<file path="config.mk">
export PLATFORM = sky130hd
export DESIGN_NAME = paged_bank_decoder
export DESIGN_NICKNAME = d
export VERILOG_FILES = /design/src/rtl/paged_bank_decoder.sv
export SDC_FILE = /design/constraint.sdc
export NUM_CORES = 1
export LEC_CHECK = 0
export ABC_AREA = 1
export BUFFER_PORTS_ARGS = -buffer_cell sky130_fd_sc_hd__clkbuf_2
export CORE_MARGIN = 1.5
export CORE_UTILIZATION = 39
export CTS_CLUSTER_DIAMETER = 200
export CTS_CLUSTER_SIZE = 12
export DETAILED_ROUTE_END_ITERATION = 12
export GPL_TIMING_DRIVEN = 1
export PLACE_DENSITY = 0.8
export SKIP_CTS_REPAIR_TIMING = 1
export SLEW_MARGIN = 10
export SYNTH_ARGS = -nofsm -noshare
export SYNTH_HDL_FRONTEND = slang
export SYNTH_SLANG_ARGS = --single-unit
</file>
<file path="constraint.sdc">
create_clock -name clk -period 1.1 [get_ports clk]
set_input_delay 0.11 -clock clk [delete_from_list [all_inputs] [get_ports clk]]
set_output_delay 0.11 -clock clk [all_outputs]
set_load 0.05 [all_outputs]
</file>
<file path="src/rtl/paged_bank_decoder.sv">
module paged_bank_decoder #(
  parameter logic [15:0] DRV_LO       = 16'hC000,
  parameter logic [15:0] DRV_HI       = 16'hDFFF,
  parameter logic [15:0] ROMSEL_ADDR  = 16'hFE30,
  parameter logic [15:0] SHADOW_ADDR  = 16'hFE34,
  parameter logic [15:0] VIDPROC_ADDR = 16'hFE20,
  parameter int          NSOCK        = 5
) (
  input  logic             clk,
  input  logic             rst_n,
  input  logic [15:0]      addr,
  input  logic [7:0]       wdata,
  input  logic             wr_en,
  input  logic             sync,
  input  logic             lang_low,
  output logic             sys_rom_cs,
  output logic             sys_rom_hi,
  output logic [NSOCK-1:0] sock_cs,
  output logic             sock_hi,
  output logic             pram_cs,
  output logic             io_cs,
  output logic             ram_cs,
  output logic             shadow_cs,
  output logic             ram_buf_en,
  output logic             vdusel
);

  logic [3:0] romnum_q;
  logic       pram_q, shadow_q, drv_q;
  logic       unused_wbits;

  assign unused_wbits = ^wdata[6:4];

  wire in_io     = (addr >= 16'hFC00) && (addr <= 16'hFEFF);
  wire in_os     = (addr[15:14] == 2'b11) && !in_io;
  wire in_paged  = (addr[15:14] == 2'b10);
  wire pram_hit  = in_paged && pram_q && (addr[13:12] != 2'b11);
  wire rom_win   = in_paged && !pram_hit;
  wire lang_pair = lang_low ? (romnum_q[3:1] == 3'd0) : (romnum_q[3:1] == 3'd7);
  wire in_screen = (addr >= 16'h3000) && (addr <= 16'h7FFF);
  wire drv_code  = ((addr >= DRV_LO) && (addr <= DRV_HI)) ||
                   (pram_q && (addr[15:12] == 4'hA));

  always_ff @(posedge clk) begin
    if (!rst_n) begin
      romnum_q <= '0;
      pram_q   <= 1'b0;
      shadow_q <= 1'b0;
      drv_q    <= 1'b0;
    end else begin
      if (sync) drv_q <= drv_code;
      if (wr_en && addr == ROMSEL_ADDR) begin
        romnum_q <= wdata[3:0];
        pram_q   <= wdata[7];
      end
      if (wr_en && addr == SHADOW_ADDR) shadow_q <= wdata[7];
    end
  end

  genvar g;
  generate
    for (g = 0; g < NSOCK; g++) begin : g_sock
      assign sock_cs[g] = rom_win && (romnum_q[3:1] == 3'(g + 1));
    end
  endgenerate

  assign sock_hi    = (|sock_cs) && romnum_q[0];
  assign sys_rom_cs = in_os || (rom_win && lang_pair);
  assign sys_rom_hi = in_os;
  assign pram_cs    = pram_hit;
  assign io_cs      = in_io;
  assign shadow_cs  = shadow_q && in_screen && !sync && drv_q;
  assign ram_cs     = !addr[15] && !shadow_cs;
  assign ram_buf_en = !addr[15] || pram_hit || (addr == VIDPROC_ADDR);
  assign vdusel     = shadow_q;


  io_no_rom_chk: assert property (@(posedge clk) disable iff (!rst_n)
    io_cs |-> (!sys_rom_cs && !(|sock_cs) && !pram_cs));

  sock_onehot_chk: assert property (@(posedge clk) disable iff (!rst_n)
    $onehot0(sock_cs));

  shadow_mode_chk: assert property (@(posedge clk) disable iff (!rst_n)
    shadow_cs |-> (vdusel && !ram_cs && !pram_cs));

  fetch_not_shadow_chk: assert property (@(posedge clk) disable iff (!rst_n)
    sync |-> !shadow_cs);

  shadow_off_chk: assert property (@(posedge clk) disable iff (!rst_n)
    (wr_en && addr == SHADOW_ADDR && !wdata[7]) |=> !vdusel);

  pram_buf_chk: assert property (@(posedge clk) disable iff (!rst_n)
    pram_cs |-> ram_buf_en);

endmodule

</file>
==> impl_metrics.yaml <==
timing:
  fin_hold_ws_ps: 126
  layout_min_cycle_time_ps: 1450
  rsz0062_at_grt: "true"
  slew_viol_final: 0
  clock.fmax_mhz: 692
  finalWorstSetupSlack_ps: -345
  fin_crit_sh_pct: 131
  hold_viol_final: 0
  maxSlewHeadroom_pct: 82.0
  worst_pin_slew_ps: 269
  clock_skew_ps: 2.16
  finalSetupViolCount: 13
power_and_ir_drop:
  totalPowerFinal_mw: 0.730
  power_density_nw_per_um2: 626
  p_clk_share_pct: 34.2
  vdd_drop_max_uv: 553
  sw_frac_of_total_pct: 33.9
  intPower_mw: 0.483
  sequentialPowerShare_pct: 34.5
  p_sw_mw: 0.248
  leakagePower_nw: 0.600
  combPwrFrac_pct: 31.2
clock_network:
  clock-sinks: 7
  clk_pin_slew_worst_paths_ps: 60
  cts_made_buffers: 3
  clk-insertion-delay-late_ps: 270
  htreeDepth: 1
  cts_tree: "yes"
  root_buffer: "clkbuf_4"
  clockBufferDepth: 2
synthesis:
  synth_area_sq_um: 594
  yosysWarnings: 0
  synth_seq_cells: 7
  synth_seq_area_share_pct: 23.6
  synth_cells: 102
  yosysUniqueCellTypes: 23
  synth_nets: 131
  syn_avg_cell_area_sq_um: 5.83
floorplan:
  ios: 43
  start_util_pct: 43.5
  num_rows: 13
  die_w_um: 42.0
  die_h_um: 42.0
  core_sq_um: 1370
  die_area_sq_um: 1770
setup_path:
  r2r_end: "drv_q$_SDFFE_PN0P_"
  start_kind: "flop"
  critPathArrivalTime_ps: 1340
  worstPathMaxFanout: 6
  ff2ff_path_depth: 6
  cp.required_ps: 990
  setup.worst_path.class: "flop to output pin"
  r2r_start: "pram_q$_SDFFE_PN0P_"
  regToRegSetupSlack_ps: 70
  end_kind: "output pin"
global_routing:
  overflow: 0
  grt_pass1_wl_mm: 2.90
  grt_max_degree: 13
  grt_antenna_before_repair: 0
  track_usage_pct: 20.8
  first_global_vias: 745
min_path:
  hp-class: "input pin to flop"
  min_to: "romnum_q[1]$_SDFFE_PN0P_"
  hold_depth: 3
  hp-start: "rst_n"
finish:
  final_layout_size_suffix_gt1_share_pct: 58.3
  nNetsFinal: 186
  fin_area_sq_um: 1170
  stdcell_count: 171
  antenna_cells: 0
  area_growth_pct: 96.4
detailed_routing:
  vias: 871
  drt-initial-drc-count: 15
  wl_per_cell_um: 13.0
  drc: 0
  drt_first_pass_iters: 4
  drt_wl_total_mm: 2.22
  drtAntennaViolNets: 0
  viasPerCell: 5.09
place:
  dp_hpwl_mm: 1.39
  io_buffers: 39
  dp.cells: 164
  postPlaceCellArea_sq_um: 966
  globalplace.congestion: 0.766
outcome:
  status: "finished with violations"
  violations: "setup timing"
run:
  drv_cap: 0
-- cell usage in the layout, fill, tap and decap left out, drive strengths merged --
cell | synthesis | final
a21boi | 1 | 1
a21oi | 8 | 8
buf | 2 | 27
clkbuf | 0 | 28
clkinv | 0 | 1
dfxtp | 7 | 7
inv | 26 | 26
nand2 | 16 | 16
nand3 | 10 | 10
nand4 | 4 | 4
nor2 | 14 | 14
nor3 | 5 | 5
nor3b | 1 | 1
nor4 | 1 | 1
o21ai | 4 | 4
o21bai | 1 | 1
o22ai | 1 | 1
o31ai | 1 | 1
-- worst max-delay path, stage by stage (launching register included) --
cell and delay, ps:
dfxtp_2 320, nand2_2 80, o21ai_2 80, nor2_4 150
inv_2 90, nor3_4 170, buf_6 180
-- metal layers --
metal  GRT usage, %  wire length, um  vias up
met2           39.7             1270       39
met4           7.50               53        0
met3           5.17              110        8
met1           21.6              782      390
li1               -                -      434
met5              0                0        -
-- power groups by stage --
stage               Sequential [mW]  Clock [mW]  Combinational (mW)
finish                        0.252       0.250               0.228
global route                  0.252       0.275               0.244
CTS                           0.253       0.254               0.195
detailed placement            0.259           0               0.194
global placement              0.259           0               0.189
floorplan                     0.259           0               0.105
-- state kept, by name (all words and copies together) (netlist names) --
signal    count
romnum_q      4
drv_q         1
pram_q        1
vdusel        1
-- kinds of logic after synthesis --
group	count (synthesis)	share of synthesized area, %
flops	7	23.6
simple gates	51	42.3
buf+inv	28	19.2
compound gates	16	14.9
-- worst max path at each step --
stage	startpoint	endpoint	slack [ps]	depth (start not counted)
6_report	pram_q$_SDFFE_PN0P_	sock_hi	-350	6
5_1_grt	romnum_q[2]$_SDFFE_PN0P_	sys_rom_cs	-440	5
4_1_cts	pram_q$_SDFFE_PN0P_	sock_hi	-460	6
3_5_place_dp	addr[12]	sock_hi	-200	8
3_3_place_gp	addr[12]	sock_hi	-150	8
2_1_floorplan	vdusel$_SDFFE_PN0P_	shadow_cs	-140	2
-- per-stage QoR --
step	utilization [%]	setup TNS (ps)	setup WS [ps]
floorplan	-	-510	-142
finish	85.4	-2760	-345
detailed placement	70.7	-1810	-196
CTS	72.7	-3950	-460
global route	85.4	-3530	-445
global placement	70.7	-1220	-146
-- cells in the mapped netlist --
library cell | instances | area [sq um]
inv_1 | 24 | 90.1
nand2_1 | 15 | 56.3
nor2_1 | 11 | 41.3
nand3_1 | 9 | 45.0
a21oi_1 | 8 | 40.0
dfxtp_1 | 7 | 140
nor3_1 | 5 | 25.0
nand4_1 | 4 | 25.0
inv_2 | 2 | 7.51
nor2_4 | 2 | 22.5
o21ai_0 | 2 | 10.0
o21ai_1 | 2 | 10.0
a21boi_1 | 1 | 7.51
buf_2 | 1 | 5.00
buf_6 | 1 | 11.3
nand2_2 | 1 | 6.26
nand3_2 | 1 | 10.0
nor2_2 | 1 | 6.26
nor3b_1 | 1 | 7.51
nor4_1 | 1 | 6.26
o21bai_1 | 1 | 7.51
o22ai_1 | 1 | 6.26
o31ai_1 | 1 | 7.51
-- final cells by class --
class	count	area (sq um)
multi-input cells	67	475
repair buffers	52	393
fillers	73	199
flip-flops and latches	7	153
inverters	26	100
clock buffers	3	22.5
well taps	15	18.8
clock inverters	1	5.00
(Power assumes the default switching activity.)
